<file path="config.mk">
export PLATFORM = sky130hd
export DESIGN_NAME = frame_scrubber
export DESIGN_NICKNAME = d
export VERILOG_FILES = /design/src/rtl/scrub_pkg.sv /design/src/rtl/scrub_clkdiv.sv /design/src/rtl/scrub_inject.sv /design/src/rtl/scrub_readout.sv /design/src/rtl/frame_scrubber.sv
export SDC_FILE = /design/constraint.sdc
export NUM_CORES = 1
export LEC_CHECK = 0
export ABC_AREA = 1
export BUFFER_PORTS_ARGS = -buffer_cell sky130_fd_sc_hd__buf_4
export CAP_MARGIN = 20
export CELL_PAD_IN_SITES_DETAIL_PLACEMENT = 0
export CELL_PAD_IN_SITES_GLOBAL_PLACEMENT = 1
export CORE_MARGIN = 3
export CORE_UTILIZATION = 48
export DETAILED_ROUTE_END_ITERATION = 8
export PLACE_DENSITY = 0.89
export SKIP_CTS_REPAIR_TIMING = 1
export SYNTH_ARGS = -nofsm -noshare
export SYNTH_HDL_FRONTEND = slang
export SYNTH_SLANG_ARGS = --single-unit
</file>
<file path="constraint.sdc">
create_clock -name clk -period 7.4 [get_ports clk]
set_clock_uncertainty 0.05 [all_clocks]
set_input_delay 1.48 -clock clk [delete_from_list [all_inputs] [get_ports clk]]
set_output_delay 1.48 -clock clk [all_outputs]
set_load 0.02 [all_outputs]
</file>
<file path="src/rtl/scrub_pkg.sv">
package scrub_pkg;

    parameter int FRAMES    = 16;
    parameter int WORDS     = 32;
    parameter int DATA_W    = 32;
    parameter int CRC_W     = 16;
    parameter logic [CRC_W-1:0] CRC_POLY = 16'h1021;
    parameter logic [CRC_W-1:0] CRC_INIT = 16'hFFFF;
    parameter int HOLD_LOW  = 32;
    parameter int DIV_SEL_W = 3;
    parameter int DIV_CNT_W = 8;
    parameter int INJ_W     = 21;

    localparam int FRAME_W  = $clog2(FRAMES);
    localparam int WORD_W   = $clog2(WORDS);
    localparam int BIT_W    = $clog2(DATA_W);
    localparam int ADDR_W   = FRAME_W + WORD_W;
    localparam int POS_W    = WORD_W + BIT_W;
    localparam int MSG_W    = FRAME_W + POS_W;
    localparam int HOLD_W   = $clog2(HOLD_LOW + 1);
    localparam int INJ_V    = INJ_W - 1;
    localparam int INJ_F_LO = INJ_V - FRAME_W;
    localparam int INJ_W_LO = INJ_F_LO - WORD_W;
    localparam int INJ_B_LO = INJ_W_LO - BIT_W;

    typedef enum logic [2:0] {
        ST_IDLE, ST_SCAN, ST_CHECK, ST_SEARCH, ST_REPORT, ST_FLAG
    } scan_st_e;

    typedef struct packed {
        scan_st_e             st;
        logic [FRAME_W-1:0]   frame;
        logic [WORD_W-1:0]    word;
        logic [CRC_W-1:0]     crc;
        logic [CRC_W-1:0]     syn;
        logic [CRC_W-1:0]     srch;
        logic [POS_W-1:0]     pos;
        logic [MSG_W-1:0]     msg;
        logic                 flag;
        logic [HOLD_W-1:0]    low;
    } scan_t;

    // Fold one data word into the CRC, most significant bit first.
    function automatic logic [CRC_W-1:0] crc_word(input logic [CRC_W-1:0] c_in,
                                                  input logic [DATA_W-1:0] dat);
        logic [CRC_W-1:0] c;
        logic fb;
        c = c_in;
        for (int i = DATA_W - 1; i >= 0; i--) begin
            fb = c[CRC_W-1] ^ dat[i];
            c  = {c[CRC_W-2:0], 1'b0};
            if (fb) c = c ^ CRC_POLY;
        end
        return c;
    endfunction

    // Multiply a syndrome by x modulo the generator.
    function automatic logic [CRC_W-1:0] mulx(input logic [CRC_W-1:0] s);
        return s[CRC_W-1] ? ({s[CRC_W-2:0], 1'b0} ^ CRC_POLY) : {s[CRC_W-2:0], 1'b0};
    endfunction

endpackage

</file>
<file path="src/rtl/scrub_clkdiv.sv">
module scrub_clkdiv import scrub_pkg::*; (
    input  logic                 clk,
    input  logic                 rst_n,
    input  logic [DIV_SEL_W-1:0] div_sel,
    output logic                 tick
);
    typedef struct packed {
        logic [DIV_CNT_W-1:0] cnt;
    } div_t;

    div_t q, d;
    logic [DIV_CNT_W:0]   full_mask;
    logic [DIV_CNT_W-1:0] mask;

    always_comb begin
        full_mask = ((DIV_CNT_W+1)'(1) << ({1'b0, div_sel} + 4'd1)) - (DIV_CNT_W+1)'(1);
        mask      = full_mask[DIV_CNT_W-1:0];
        tick      = ((q.cnt & mask) == mask);
        d         = q;
        d.cnt     = q.cnt + 1'b1;
    end

    always_ff @(posedge clk or negedge rst_n) begin
        if (!rst_n) q <= '0;
        else        q <= d;
    end
endmodule

</file>
<file path="src/rtl/scrub_inject.sv">
module scrub_inject import scrub_pkg::*; (
    input  logic               clk,
    input  logic               rst_n,
    input  logic               sdi,
    input  logic               shift_en,
    input  logic               update,
    input  logic               consume,
    output logic               armed,
    output logic [FRAME_W-1:0] tgt_frame,
    output logic [WORD_W-1:0]  tgt_word,
    output logic [BIT_W-1:0]   tgt_bit
);
    localparam int ACT_W = INJ_W - INJ_B_LO;

    typedef struct packed {
        logic [INJ_W-1:0] shadow;
        logic [ACT_W-1:0] fault;
    } inj_t;

    inj_t q, d;

    always_comb begin
        d = q;
        if (shift_en) d.shadow = {sdi, q.shadow[INJ_W-1:1]};
        if (update)       d.fault = q.shadow[INJ_W-1:INJ_B_LO];
        else if (consume) d.fault[ACT_W-1] = 1'b0;
    end

    always_ff @(posedge clk or negedge rst_n) begin
        if (!rst_n) q <= '0;
        else        q <= d;
    end

    assign armed     = q.fault[ACT_W-1];
    assign tgt_frame = q.fault[INJ_V-1-INJ_B_LO -: FRAME_W];
    assign tgt_word  = q.fault[INJ_F_LO-1-INJ_B_LO -: WORD_W];
    assign tgt_bit   = q.fault[INJ_W_LO-1-INJ_B_LO -: BIT_W];
endmodule

</file>
<file path="src/rtl/scrub_readout.sv">
module scrub_readout import scrub_pkg::*; (
    input  logic             clk,
    input  logic             rst_n,
    input  logic             capture,
    input  logic             shift_en,
    input  logic [MSG_W-1:0] msg,
    output logic             sdo
);
    typedef struct packed {
        logic [MSG_W-1:0] sreg;
    } rd_t;

    rd_t q, d;

    always_comb begin
        d = q;
        if (capture)       d.sreg = msg;
        else if (shift_en) d.sreg = {1'b0, q.sreg[MSG_W-1:1]};
    end

    always_ff @(posedge clk or negedge rst_n) begin
        if (!rst_n) q <= '0;
        else        q <= d;
    end

    assign sdo = q.sreg[0];
endmodule

</file>
<file path="src/rtl/frame_scrubber.sv">
module frame_scrubber import scrub_pkg::*; (
    input  logic                    clk,
    input  logic                    rst_n,
    input  logic                    init_done,
    input  logic [DIV_SEL_W-1:0]    div_sel,
    input  logic [FRAMES*CRC_W-1:0] golden_crc,
    output logic [ADDR_W-1:0]       mem_addr,
    input  logic [DATA_W-1:0]       mem_rdata,
    input  logic                    inj_sdi,
    input  logic                    inj_shift,
    input  logic                    inj_update,
    input  logic                    rd_capture,
    input  logic                    rd_shift,
    output logic                    rd_sdo,
    output logic                    err_flag
);
    localparam scan_t SCAN_RST = '{st: ST_IDLE, frame: '0, word: '0, crc: CRC_INIT,
                                   syn: '0, srch: '0, pos: '0, msg: '0, flag: 1'b0,
                                   low: HOLD_W'(HOLD_LOW)};

    scan_t q, d;

    logic                tick;
    logic                inj_valid;
    logic [FRAME_W-1:0]  inj_frame;
    logic [WORD_W-1:0]   inj_word;
    logic [BIT_W-1:0]    inj_bit;
    logic                inj_hit;
    logic [DATA_W-1:0]   data_fix;
    logic [MSG_W-1:0]    msg_q;
    logic [WORD_W-1:0]   loc_word;
    logic [FRAME_W-1:0]  frame_nxt;
    logic [CRC_W-1:0]    ref_q [FRAMES];

    scrub_clkdiv u_div (
        .clk     (clk),
        .rst_n   (rst_n),
        .div_sel (div_sel),
        .tick    (tick)
    );

    scrub_inject u_inj (
        .clk       (clk),
        .rst_n     (rst_n),
        .sdi       (inj_sdi),
        .shift_en  (inj_shift),
        .update    (inj_update),
        .consume   (inj_hit),
        .armed     (inj_valid),
        .tgt_frame (inj_frame),
        .tgt_word  (inj_word),
        .tgt_bit   (inj_bit)
    );

    scrub_readout u_rd (
        .clk      (clk),
        .rst_n    (rst_n),
        .capture  (rd_capture),
        .shift_en (rd_shift),
        .msg      (msg_q),
        .sdo      (rd_sdo)
    );

    // Reference CRCs are sampled while reset is held.
    always_ff @(posedge clk) begin
        if (!rst_n) begin
            for (int f = 0; f < FRAMES; f++) ref_q[f] <= golden_crc[f*CRC_W +: CRC_W];
        end
    end

    assign inj_hit  = inj_valid && tick && (q.st == ST_SCAN) &&
                      (q.frame == inj_frame) && (q.word == inj_word);
    assign data_fix = mem_rdata ^ (inj_hit ? (DATA_W'(1) << inj_bit) : '0);

    always_comb begin
        loc_word  = WORD_W'(WORDS - 1) - q.pos[POS_W-1:BIT_W];
        frame_nxt = (q.frame == FRAME_W'(FRAMES - 1)) ? '0 : q.frame + 1'b1;
        d = q;
        if (tick && !q.flag && (q.low < HOLD_W'(HOLD_LOW))) d.low = q.low + 1'b1;
        case (q.st)
            ST_IDLE: if (tick && init_done) begin
                d.st   = ST_SCAN;
                d.word = '0;
                d.crc  = CRC_INIT;
            end
            ST_SCAN: if (tick) begin
                d.crc = crc_word(q.crc, data_fix);
                if (q.word == WORD_W'(WORDS - 1)) d.st = ST_CHECK;
                else                              d.word = q.word + 1'b1;
            end
            ST_CHECK: if (tick) begin
                if (q.crc != ref_q[q.frame]) begin
                    d.syn  = q.crc ^ ref_q[q.frame];
                    d.srch = CRC_POLY;
                    d.pos  = '0;
                    d.st   = ST_SEARCH;
                end else begin
                    d.frame = frame_nxt;
                    d.word  = '0;
                    d.crc   = CRC_INIT;
                    d.st    = ST_SCAN;
                end
            end
            ST_SEARCH: if (tick) begin
                if (q.srch == q.syn) begin
                    d.msg = {q.frame, loc_word, q.pos[BIT_W-1:0]};
                    d.st  = ST_REPORT;
                end else if (q.pos == '1) begin
                    d.msg = {q.frame, {POS_W{1'b1}}};
                    d.st  = ST_REPORT;
                end else begin
                    d.pos  = q.pos + 1'b1;
                    d.srch = mulx(q.srch);
                end
            end
            ST_REPORT: if (tick && (q.low >= HOLD_W'(HOLD_LOW))) begin
                d.flag = 1'b1;
                d.st   = ST_FLAG;
            end
            ST_FLAG: if (tick) begin
                d.flag  = 1'b0;
                d.low   = '0;
                d.frame = frame_nxt;
                d.word  = '0;
                d.crc   = CRC_INIT;
                d.st    = ST_SCAN;
            end
            default: d.st = ST_IDLE;
        endcase
    end

    always_ff @(posedge clk or negedge rst_n) begin
        if (!rst_n) q <= SCAN_RST;
        else        q <= d;
    end

    assign mem_addr = {q.frame, q.word};
    assign err_flag = q.flag;
    assign msg_q    = q.msg;
endmodule

</file>
# Word-level counts from Yosys, hierarchy flattened

Memory sizes are Yosys's and may differ from the RTL's.
Index checks and enable logic that the tools add are counted.

Multiplexer cells: 131
$add $sub $neg: 8
$lt $le $gt $ge: 2
Bitwise operators: 68
Shift-type cells: 2
Equal/unequal tests: 26
Reduce and logical (&&, ||, !) cells: 25

Operators with widths:

| kind                 | count |
|---|---|
| $mux 16              | 62 |
| $mux 13              | 33 |
| $not 3->3            | 33 |
| $pmux 21 s4          | 1 |
| $mux 70              | 1 |
| $mux 14              | 4 |
| $mux 26              | 2 |
| $pmux 26 s2          | 1 |
| $mux 21              | 2 |
| $mux 42              | 1 |
| $mux 40              | 1 |
| $mux 32              | 1 |
| $shl 1x5->32 const A | 1 |
| $xor 1x1->1          | 32 |
| $xor 32x32->32       | 1 |
| $mux 28              | 1 |
| $mux 25              | 1 |
| $ne 2x2->1 const B   | 11 |
| $mux 3               | 7 |
| $pmux 3 s6           | 1 |
| $eq 16x16->1         | 1 |
| $ne 16x16->1         | 1 |
| $xor 16x16->16       | 1 |
| $mux 6               | 2 |
| 40 further kinds     | 60 |

Memories: 1
Bits in writable memories: 256
Output and inout bits: 11
Register bits after elaboration: 149

Memories:

| memory | depth | width | rd ports | clocked after memory_dff | wr ports | line                 | RTL |
|---|---|---|---|---|---|---|---|
| ref_q  | 16    | 16    | 1        | 0                        | 16       | frame_scrubber.sv:33 | `logic [CRC_W-1:0] ref_q [FRAMES];` |

# Depth between registers and ports, before layout

Gate-level depths: netlist of run 1.

Depth in word-level cells: 139
Depth in mapped cells: 33

# Modules after synthesis

Synthesis of run 1 repeated with hierarchy kept, for this count alone.

Cells, all modules: 2091
Area total of the unflattened synthesis: 19859.0 um^2

By module, submodules not included:

| module         | cells each | times used | area each (um^2) |
|---|---|---|---|
| frame_scrubber | 1809       | 1          | 17415.5 |
| scrub_inject   | 141        | 1          | 1286.2 |
| scrub_readout  | 76         | 1          | 646.9 |
| scrub_clkdiv   | 65         | 1          | 510.5 |

# Worst setup path after synthesis of run 1

Ideal clock, no wire load.

Path type: input -> register
Start: input port rst_n
End: memory ref_q[0][0], enable pin
Slack: 0.334 ns
Buffers on the path: 0
Stages on the path: 1
Library setup time: 0.606 ns
Arrival: 6.410 ns
Cells stage by stage: inv_1

RTL lines:

| element         | line                 | RTL |
|---|---|---|
| start, declared | frame_scrubber.sv:3  | `input logic rst_n,` |
| end, declared   | frame_scrubber.sv:33 |  |

# Final worst setup path of run 1

Start: register q (netlist bit mem_addr[5])
End: register q[25] in the netlist's numbering

Cells in the longest elaborated chain, start to end: 4

RTL lines:

| element                           | line                  | RTL |
|---|---|---|
| start, declared                   | frame_scrubber.sv:21  | `scan_t q, d;` |
| start signal, assigned            | frame_scrubber.sv:133 | `if (!rst_n) q <= SCAN_RST;` |
| start signal, assigned            | frame_scrubber.sv:134 | `else q <= d;` |
| $mem_v2 16x16                     | n/a                   |  |
| $ne 16x16->1                      | frame_scrubber.sv:92  | `if (q.crc != ref_q[q.frame]) begin` |
| $ne 2x2->1 (no source line)       | n/a                   |  |
| $reduce_and 6->1 (no source line) | n/a                   |  |

Every way passes these cells.
A chain may end at the register's enable or synchronous reset.

==> run summary, run 1 <==
The mux contribution to synthesized area was 0.005701; the remaining design rule violation count was 0. By area, the combinational part of the netlist is dominated by simple AND/OR/NAND/NOR gates. The number of nets in the layout is 2599, and the cell area after layout is 23680 sq um. Proportion of netlist area held by the largest area contributor: 0.3892. The logs give 2 for the maximum level of the CTS H-tree and 82.59 mm for the wire length of the first global-routing pass. The run gives 38.41 mm as the HPWL after detailed placement. The adder and majority gate portion of the synthesized area was 0.005067.

The clock latency on the worst-skew pair was 0.58 ns; the number of max-cap violations was 0. In the final layout, flip-flops and latches occupy 11290 sq um. The die outline area was 43620 sq um. The die extent in y came out at 208.9 um. The number of different library cells used by synthesis comes to 61. The initial antenna violation count came out at 1. In the routed layout, each cell is associated on average with a via count of 5.388. The share of the synthesized area in compound gates (AO/OA/AOI/OAI) is 0.1156, and the area added between synthesis and finish is 19.87%. Among all cell types in the netlist, the one instantiated most often is nand2_1.

For the final number of max-transition violations, the log shows 0. The highest achievable clock rate was 193.9 MHz. Path category of the worst min-delay check: register to register. The proportion of synthesized chip area in sequential cells is 0.5714. The largest net degree at the start of global routing was 208.

Setup repair after global routing left no endpoint under its margin. Across all register-to-register paths, the minimum setup slack is 2.24 ns. In this run the power density over the cells is 392.6 nW/um^2. The tools report the worst slew margin relative to its limit as 0.2334. Kind of launch point of the worst setup path: a register.

Dividing the detail-routed wire length by the instance count gives 18.65 um. The run gives 0.5892 as the share of the core filled with cells. The peak supply drop is 0.2365 mV, and the proportion of layout cells with a drive suffix above 1 is 0.2343. The worst setup path is of the register to register kind.

After clock tree synthesis, the clock-pin slew on the worst setup and hold paths is 0.06 ns. The tools report the global router's overall resource usage as 0.2399. The number of setup violations in the final report is 0, and the transition at the pin with the smallest max-transition slack is 1.150 ns. The flow ran to the end, and the final reports show no timing, DRC or antenna violations. The tools report the initial core utilization as 0.4915. Counting every net in the synthesized netlist gives 2333.

The tools report the total number of vias as 15350. The endpoint arrival time on the critical path was 5.57 ns; the number of detailed-routing iterations run before antenna repair was 5. The tools report the count of final hold-check violations as 0. The synthesized instance count was 2026; the simple-gate share of the synthesized area was 0.1999. The number of clock buffers added by TritonCTS is 42. The run gives 2.242 ns as the worst setup slack after layout. The startpoint identified for the worst register-to-register timing path is mem_addr[5]$_DFFE_PN0P_.

The Yosys step of the flow raised 0 warnings. The xor/xnor share of the synthesized area is 0.04079, and the last weighted congestion value of the routability-driven placer is 0.8801. The post-synthesis cell type with the largest combined area was edfxtp_1. After synthesis, the most frequently instantiated cells are nand2_1 (272), edfxtp_1 (256), nor2_1 (252).

Counting cells, the worst reg-to-reg path comes to 14. The final critical path time including I/O delays and setup was 5.158 ns. The tools report the post-synthesis cell area as 19750 sq um. Following the worst setup path forward leads to its endpoint at q[25]$_DFFE_PN0P_. The final critical-path share of the clock period works out to 0.6971.

The logs give 1.946 ns for the minimum setup slack after placement and 40190 sq um for the core box area. The chip width was 208.9 um; the residual overflow from global routing was 0. STA puts the critical path data required time at 7.81 ns. After detailed placement, the total cell area comes to 22380 sq um. Counting the fill cells in the layout gives 3388. TritonCTS built the clock tree. For the final routed database, the setup TNS stands at 0 ns. Along the worst path, the maximum fanout reaches 109.

Counting flops with a built-in enable in the synthesized netlist gives 256. The total number of placement rows is 73. Number of nets still failing antenna checks after routing: 0. The starting DRC count in detailed routing is 1194. The most used flip-flop cell after synthesis is edfxtp_1. The tree built by TritonCTS fans out to 399 sinks. No sink is reached through more buffers than the 3 on the longest clock path.

The critical path starts at mem_addr[5]$_DFFE_PN0P_. The analysis attributes to cell leakage a power of 10.26 nW. 310 I/O pins were placed. The post-detailed-routing wire length was 53.11 mm.

Summing all multi-input logic gate instances after layout gives 7257 sq um. Buffers placed on the I/O ports in this run total 309. Critical register-to-register path endpoint: q[25]$_DFFE_PN0P_. In the post-synthesis netlist, the biggest area contributors are edfxtp_1 (39%), dfrtp_1 (16%), o21ai_0 (5.7%).

The worst setup path is captured at a register. The clock root buffer was clkbuf_16. Via count of the first global-routing pass: 15090. The average instance in the mapped netlist occupies 9.750 sq um. The flop and latch count out of synthesis was 399. The fraction of registers with async set or reset after synthesis works out to 0.3584.
[worst min-delay path by stage]
stage                                end              start  depth (start not counted)
floorplan           msg_q[8]$_DFFE_PN0P_  q[29]$_DFFE_PN0P_                          1
global placement          q[4]$_DFF_PN0_     q[4]$_DFF_PN0_                          1
detailed placement        q[4]$_DFF_PN0_     q[4]$_DFF_PN0_                          1
CTS                       q[4]$_DFF_PN0_     q[4]$_DFF_PN0_                          1
global route              q[4]$_DFF_PN0_     q[4]$_DFF_PN0_                          1
finish                    q[4]$_DFF_PN0_     q[4]$_DFF_PN0_                          1
[per-stage QoR]
stage               cells  power, mW  hold WS, ns
floorplan            2026      6.198       0.3887
global placement     2772      7.233       0.4069
detailed placement   2773      7.331       0.4182
CTS                  2847      9.342       0.4250
global route         2847      10.00       0.4474
finish               2848      9.297       0.4299
[state kept, by name, indices dropped and copies added (netlist names)]
signal / cells
err_flag: 1
u_inj.armed: 1
u_div.q: 8
u_inj.tgt_frame: 4
u_inj.tgt_bit: 5
u_inj.tgt_word: 5
u_rd.q: 14
mem_addr: 9
msg_q: 14
ref_q: 256
q: 67
u_inj.q: 15
[where the power goes]
part	switching [mW]	total, mW	leakage [nW]	internal [mW]
registers	0.324	3.05	4.25	2.73
logic	2.81	4.26	5.38	1.44
clock network	0.869	1.99	0.634	1.12
[worst max-delay path, stage by stage, from the launching register on]
cell,delay (ns)
dfrtp_4,0.69
inv_4,0.80
o21ai_0,0.30
o22ai_1,0.22
o21ai_0,0.10
o22ai_1,0.43
xor2_1,0.18
nor4_1,0.31
and2_1,0.21
nand3_1,0.14
nand2_1,0.54
inv_1,0.52
nand2_1,0.20
a21oi_1,0.08
o21a_1,0.14
[per-layer routing]
metal  up-vias  share of wire  track usage
li1       7455              -            -
met1      7288           0.42       0.3231
met2       528           0.48       0.3955
met3        74          0.074      0.05540
met4         0          0.025      0.06212
met5         -              0            0
[layout make-up]
cell class,instances,share of cell area
timing repair buffer,317,0.1015
antenna,1,0.0001057
tap,525,0.02774
clock inverter,22,0.008561
clock buffer,52,0.04597
multi-input combinational,1330,0.3065
sequential,399,0.4770
inverter,202,0.03266
[placed cells by master (no fill, tap or decap), types with 23 or more instances in the layout]
master and instances:
nand2_1 272, nand2_2 48, dfrtp_1 123, inv_2 23, buf_4 314, a21oi_1 44
inv_1 172, o22ai_1 60, xor2_1 59, o21ai_0 226, edfxtp_1 256, xnor2_1 23
nand3_1 138, nor2_1 251, clkbuf_16 42
[cells by family (layout without fill, tap and decap cells)]
group | Yosys count | after routing
simple gates | 824 | 824
mux | 10 | 10
flops | 399 | 399
buf+inv | 297 | 593
other cells | 1 | 2
xor+xnor | 87 | 87
compound gates | 400 | 400
fa+ha+maj | 8 | 8
(Power assumes the default switching activity.)
==> run 2, diff against run 1 <==
Settings changed: CORE_UTILIZATION 48 to 44, PLACE_DENSITY 0.89 to 0.83.
Clock period 7.4 ns to 5.3 ns, I/O delays scaled along.
==> run 2 against run 1 <==
Effect of this change:
- cell count is 3.2% higher
- combinational power is 44% higher
- count of clock-buffer cells in the layout is 3 higher
- first-iteration DRC count is 1.4% higher
- critical endpoint is now q[67]$_DFFE_PN1P_
- largest power group unchanged
==> run summary, run 2 (synthesized netlist as in run 1, its figures left out) <==
Summed over all layers, the global routing overflow is 0. STA puts the critical path data required time at 5.69 ns. More flip-flops sit in one register than any other, and that register is ref_q. The post-CTS clock slew at the launch and capture registers of the worst setup and hold paths was 0.06 ns; the number of nets still failing antenna checks after routing was 0. The flip-flop count of the largest register, all copies and words added is 256. The run gives 3 as the initial antenna violation count. The initial core utilization was 0.4457; the die extent in y was 217.9 um.

The I/O pin count was 310; the power per cell area was 553.4 nW/um^2. The worst hold path belongs to the class primary input to asynchronous set/reset pin. The switching share of power works out to 0.4212.

The critical path is of the register to register type. Max-cap violations in this run came to 0. The routed design has 53.78 mm of wire.

The number of placed cells counting well taps was 2858. For the via count of the first global-routing pass, the log shows 14850. The sum of negative setup slack is 0 ns.

The area added between synthesis and finish works out to 21.66%. The most common library cell in the layout ignoring fill and taps is buf_4. The core box area was 44320 sq um. Data arrives at the worst endpoint at 4.69 ns. The run gives 81.68 mm as the wire length of the first global-routing pass. Setup repair after global routing left no endpoint under its margin.

Entering global routing, the biggest net connects 200 pins. The final critical path time including I/O delays and setup is 4.296 ns, and the post-route non-filler standard cell count is 2938. The proportion of layout cells with a drive suffix above 1 works out to 0.2415. The starting DRC count in detailed routing is 1211, and the largest fanout of any net on the critical path is 109. In the final layout, the registers with the most flip-flops are ref_q: 256 flops, q: 67 flops, u_inj.q: 15 flops.

The internal power of the cells came out at 7.698 mW. For this run, the detailed router's first-pass iteration total came to 7. The global router's overall resource usage is 0.2208. The clock root buffer was clkbuf_16. Dividing the detail-routed via count by the number of cells gives 5.204. The final critical-path share of the clock period was 0.8105. The count of buffers added on input and output ports is 309. The routed layout has 15290 vias. The tools report the relative contribution of sequential cells to total power as 0.314.

For this run, design rule violations remaining after detail routing come to 0. The run gives 0 as the count of final hold-check violations. The die is 217.9 um wide. Leaving out fill and tap cells, the most frequent cells in the layout are buf_4 (331), nand2_1 (272), edfxtp_1 (256). The logs give 10.39 nW for the static leakage and 23.21 mm for the met1 layer wirelength in the final routing. The combinational fraction of design power was 0.460; the peak supply drop was 0.3895 mV. The cell depth of the worst flop-to-flop path came out at 13. Final number of max-transition violations: 0. Dividing the detail-routed wire length by the instance count gives 18.31 um. The kind of launch point of the worst setup path is a register.

The number of setup violations in the final report is 0, and the routed length on met2 is 25.21 mm. Fill cells in the final layout number 3894. The highest layer used for signal routing is met5.

The flow ran to the end, and the final reports show no timing, DRC or antenna violations. For the maximum level of the CTS H-tree, the log shows 2. The clock latency on the worst-skew pair is 0.56 ns. Timing would allow up to 232.8 MHz. For the count of clock tree sinks, the log shows 399. The die covers 47470 sq um. The last weighted congestion value of the routability-driven placer came out at 0.9119. TritonCTS built the clock tree. The net count of the finished layout is 2618. The logs give 0.2184 for the worst slew margin relative to its limit and 43 for the number of buffers added by the clock tree synthesis step. The logs give 0.226 for the clock share of power and 5.601 mW for the power dissipated by switching net loads.

The floorplan has 77 rows. Once detailed placement completed, the half-perimeter wirelength came to 39.06 mm. The maximum buffer depth of the clock tree was 3; the amount of wire on met3 after detailed routing was 4.134 mm.

The transition at the pin with the smallest max-transition slack is 1.172 ns. The worst setup path is captured at a register.
-- run 2: cell types whose count changed in the layout (fill, tap and decap cells not counted), moves of 2 or more --
cell,before,now
buf_12,1,3
buf_4,314,331
bufinv_16,2,6
clkbuf_8,0,2
clkinv_2,9,6
clkinv_8,2,0
clkinvlp_4,0,3
-- run 2: stage by stage --
stage	hold slack, ns	utilization	area, sq um	setup slack (ns)	total power [mW]
final	0.4280	0.5423	24030	1.004	13.30
after floorplan	0.3887	-	19760	0.04458	8.647
after CTS	0.4306	0.5422	24030	0.9889	13.40
after global placement	0.4141	0.5103	22620	0.5228	10.24
after detailed placement	0.4174	0.5103	22620	0.4962	10.35
after global routing	0.4559	0.5422	24030	0.5667	14.22
-- run 2: final cells by class --
type / instances / area, sq um / share of cell area
Antenna cell: 2 / 5.005 / 0.0002083
Tap cell: 592 / 740.7 / 0.03082
Multi-Input combinational cell: 1330 / 7257 / 0.3020
Inverter: 202 / 769.5 / 0.03202
Clock buffer: 55 / 1141 / 0.04748
Clock inverter: 23 / 269.0 / 0.01119
Timing Repair Buffer: 335 / 2556 / 0.1064
Sequential cell: 399 / 11290 / 0.4699
-- run 2: path summary, 6_finish.rpt --
| kind | start | endpoint | slack (ns) |
|---|---|---|---|
| max in group asynchronous | rst_n | u_rd.q[12]$_DFFE_PN0P_ | 3.16 |
| min in group clk | msg_q[12]$_DFFE_PN0P_ | msg_q[12]$_DFFE_PN0P_ | 0.43 |
| hold reg to reg | msg_q[12]$_DFFE_PN0P_ | msg_q[12]$_DFFE_PN0P_ | 0.43 |
| hold / removal | rst_n | u_inj.q[21]$_DFFE_PN0P_ | 0.43 |
| setup reg to reg | mem_addr[5]$_DFFE_PN0P_ | q[67]$_DFFE_PN1P_ | 1.00 |
| setup / recovery | mem_addr[5]$_DFFE_PN0P_ | q[67]$_DFFE_PN1P_ | 1.00 |
-- run 2: routing by layer --
| metal | up-vias | track usage |
|---|---|---|
| met3 | 78 | 0.05434 |
| met2 | 498 | 0.3650 |
| li1 | 7502 | - |
| met1 | 7209 | 0.2929 |
| met4 | 2 | 0.05719 |
| met5 | - | 0 |
-- run 2: worst max-delay path: stages, from the launching register on --
cell	delay, ns
dfrtp_4	0.63
buf_12	0.40
o21ai_0	0.25
o221ai_1	0.35
o21ai_0	0.21
o22ai_1	0.30
xor2_1	0.18
nor4_1	0.29
and2_1	0.23
nand2_1	0.12
a21boi_1	0.21
nand2_2	0.27
nor2_4	0.46
a22oi_1	0.13
-- run 2: power by group through the flow --
stage,clock network [mW],registers [mW],logic [mW]
2_1_floorplan,0,4.08,4.57
3_3_place_gp,0,4.22,6.02
3_5_place_dp,0,4.23,6.11
4_1_cts,3.08,4.17,6.15
5_1_grt,3.20,4.23,6.80
6_report,3.01,4.17,6.12
==> run 3, diff against run 2 <==
Settings changed: CORE_UTILIZATION 44 to 40, PLACE_DENSITY 0.83 to 0.8.
Clock period 5.3 ns to 3.6 ns, I/O delays scaled along.
==> run 3 against run 2 <==
Effect of this change:
- the flow now finishes with violations (negative setup slack)
- global-route usage shrank 0.62 points
- fmax is 19% higher
- first-iteration DRC count shrank 3.7%
- critical path type unchanged
- largest cell class unchanged
==> run summary, run 3 (synthesized netlist as in run 1, its figures left out) <==
The startpoint of the lowest-slack register-to-register path is mem_addr[5]$_DFFE_PN0P_. Among all stages on the critical path, the largest delay is contributed by dfrtp_4. The via count of the first global-routing pass came out at 16060. The pre-antenna-repair detailed-routing pass consisted of 7 iterations.

I/O pin count: 310. In this run the clock root is driven by a clkbuf_16. The tools report the peak supply drop as 0.6618 mV.

The run gives 1 as the initial antenna violation count. The tools report the source of the worst hold timing path as golden_crc[226]. After detailed routing, the average wire length per cell comes to 18.81 um.

After clock tree synthesis, the clock-pin slew on the worst setup and hold paths is 0.06 ns. The largest net degree at the start of global routing came out at 75. The checks that failed: negative setup slack. The run gives 399 as the count of clock tree sinks. The worst slew margin relative to its limit is 0.3677, and the transition at the pin with the smallest max-transition slack is 0.9484 ns. The largest fanout of any net on the critical path works out to 7.

The number of max-cap violations is 0, and the number of nets still failing antenna checks after routing is 0. The first global-routing pass estimated 87.93 mm of wire. The first routing iteration left 1166 violations. For the relative contribution of sequential cells to total power, the log shows 0.262.

The worst setup slack after layout is -0.02266 ns. In this run the power density over the cells is 877.9 nW/um^2. Counting the buffers created by CTS gives 43.

TritonCTS built the clock tree. Using the TritonRoute via totals, the vias-per-cell ratio works out to 5.123. In the layout the commonest cells are buf_4 (460), edfxtp_1 (256), nor2_1 (246). The total number of placement rows is 80, and the highest achievable clock rate is 276.0 MHz. The critical path is of the register to register type.

The run gives 0.4094 as the initial core utilization. The type of destination of the critical path was a register. The final critical-path share of the clock period is 1.006, and the number of setup violations in the final report is 2.

The H-tree was split into 2 levels. The tools report the endpoint required time on the critical path as 4.04 ns. The remaining design rule violation count came out at 0. Across the whole layout, storage elements account for 11290 sq um.

For this run, the slowest stage of the critical path takes 0.50 ns. The total overflow left after global routing is 0. The run finished, with violations left. The run gives 43.20 mm as the HPWL after detailed placement. Most common library cell in the layout ignoring fill and taps: buf_4.

The die covers 52080 sq um. Summing all multi-input logic gate instances after layout gives 8065 sq um. Counting the fill cells in the layout gives 4263.

The area added between synthesis and finish is 34.53%. The run gives 0.9066 as the last weighted congestion value of the routability-driven placer. The run gives -0.7264 ns as the minimum setup slack after placement.

The core box area came out at 48250 sq um. The power dissipated by switching net loads was 9.867 mW. The run gives 13.46 mW as the internal power of the cells. The power consumption is 23.33 mW, and the count of buffers inserted at the top-level ports is 309.

The final layout contains 2787 nets. From bottom edge to top edge, the die measures 228.2 um. The run gives 0.189 as the clock share of power. The analysis attributes to cell leakage a power of 11.56 nW.

STA classifies the critical path startpoint as a register. The proportion of layout cells with a drive suffix above 1 was 0.3437. The count of final hold-check violations was 0. Path category of the worst min-delay check: primary input to register. The worst hold slack after final layout was 0.2810 ns; the switching share of power was 0.4229.

The tools report the maximum buffer depth of the clock tree as 3. For the post-detailed-routing wire length, the log shows 59.56 mm. For the global router's overall resource usage, the log shows 0.2147. The final number of max-transition violations was 0; the chip width was 228.2 um. Setup repair after global routing could not meet its margin everywhere. In the final layout, the registers with the most flip-flops are ref_q: 256 flops, q: 67 flops, u_inj.q: 15 flops. The tools report the clock latency on the worst-skew pair as 0.56 ns. The worst setup path startpoint was mem_addr[5]$_DFFE_PN0P_. The smallest clock period supported by the final layout is computed as 3.623 ns.

For the combinational fraction of design power, the log shows 0.549. The flip-flop count of the largest register, all copies and words added works out to 256. For the worst setup path, the data arrival time is 4.07 ns. The run gives 16230 as the total number of vias.

0 antenna diodes ended up in the layout. The register name with the most flops was ref_q.
run 3: critical path, delay by kind of cell, from the launching register on:
kind            cells  cell delay [ns]
compound gates      2             0.29
simple gates       20             1.73
buf+inv             9             0.95
flops               1             0.50
run 3: path summary, 6_finish.rpt:
kind | end | slack [ns] | depth (start not counted)
setup / recovery | q[68]$_DFFE_PN1P_ | -0.02 | 31
hold / removal | ref_q[14][2]$_DFFE_PN_ | 0.28 | 1
setup reg to reg | q[68]$_DFFE_PN1P_ | -0.02 | 31
hold reg to reg | u_inj.tgt_bit[4]$_DFFE_PN0P_ | 0.43 | 2
max in group asynchronous | mem_addr[5]$_DFFE_PN0P_ | 1.74 | 3
min in group asynchronous | u_div.q[5]$_DFF_PN0_ | 0.49 | 2
run 3: per-layer routing:
| layer | track usage | routed length (um) | vias to the layer above |
|---|---|---|---|
| li1 | - | - | 7849 |
| met1 | 0.2819 | 25010 | 7772 |
| met2 | 0.3612 | 29220 | 493 |
| met3 | 0.04004 | 3539 | 110 |
| met4 | 0.06748 | 1784 | 2 |
| met5 | 0 | 13 | - |
run 3: power groups by stage:
stage | Clock [mW] | Sequential [mW] | Combinational [mW]
finish | 4.40 | 6.12 | 12.8
detailed placement | 0 | 6.19 | 10.5
floorplan | 0 | 6.01 | 6.74
CTS | 4.50 | 6.10 | 10.6
global route | 4.71 | 6.19 | 14.0
global placement | 0 | 6.17 | 10.4
run 3: metrics by stage:
step                      setup TNS (ns)    util  area [sq um]  cells
after global routing              -2.662  0.5508         26570   3167
after CTS                         -6.233  0.5232         25240   3122
final                           -0.03537  0.5508         26570   3167
after floorplan                  -336.75       -         19790   2026
after detailed placement          -14.13  0.4940         23830   3046
after global placement            -13.88  0.4940         23830   3046
run 3: cell type report:
cell class,count,share of cell area
Clock buffer,56,0.04619
Clock inverter,20,0.006921
Inverter,202,0.03018
Multi-Input combinational cell,1331,0.3035
Sequential cell,399,0.4250
Tap cell,656,0.03089
Timing Repair Buffer,503,0.1574
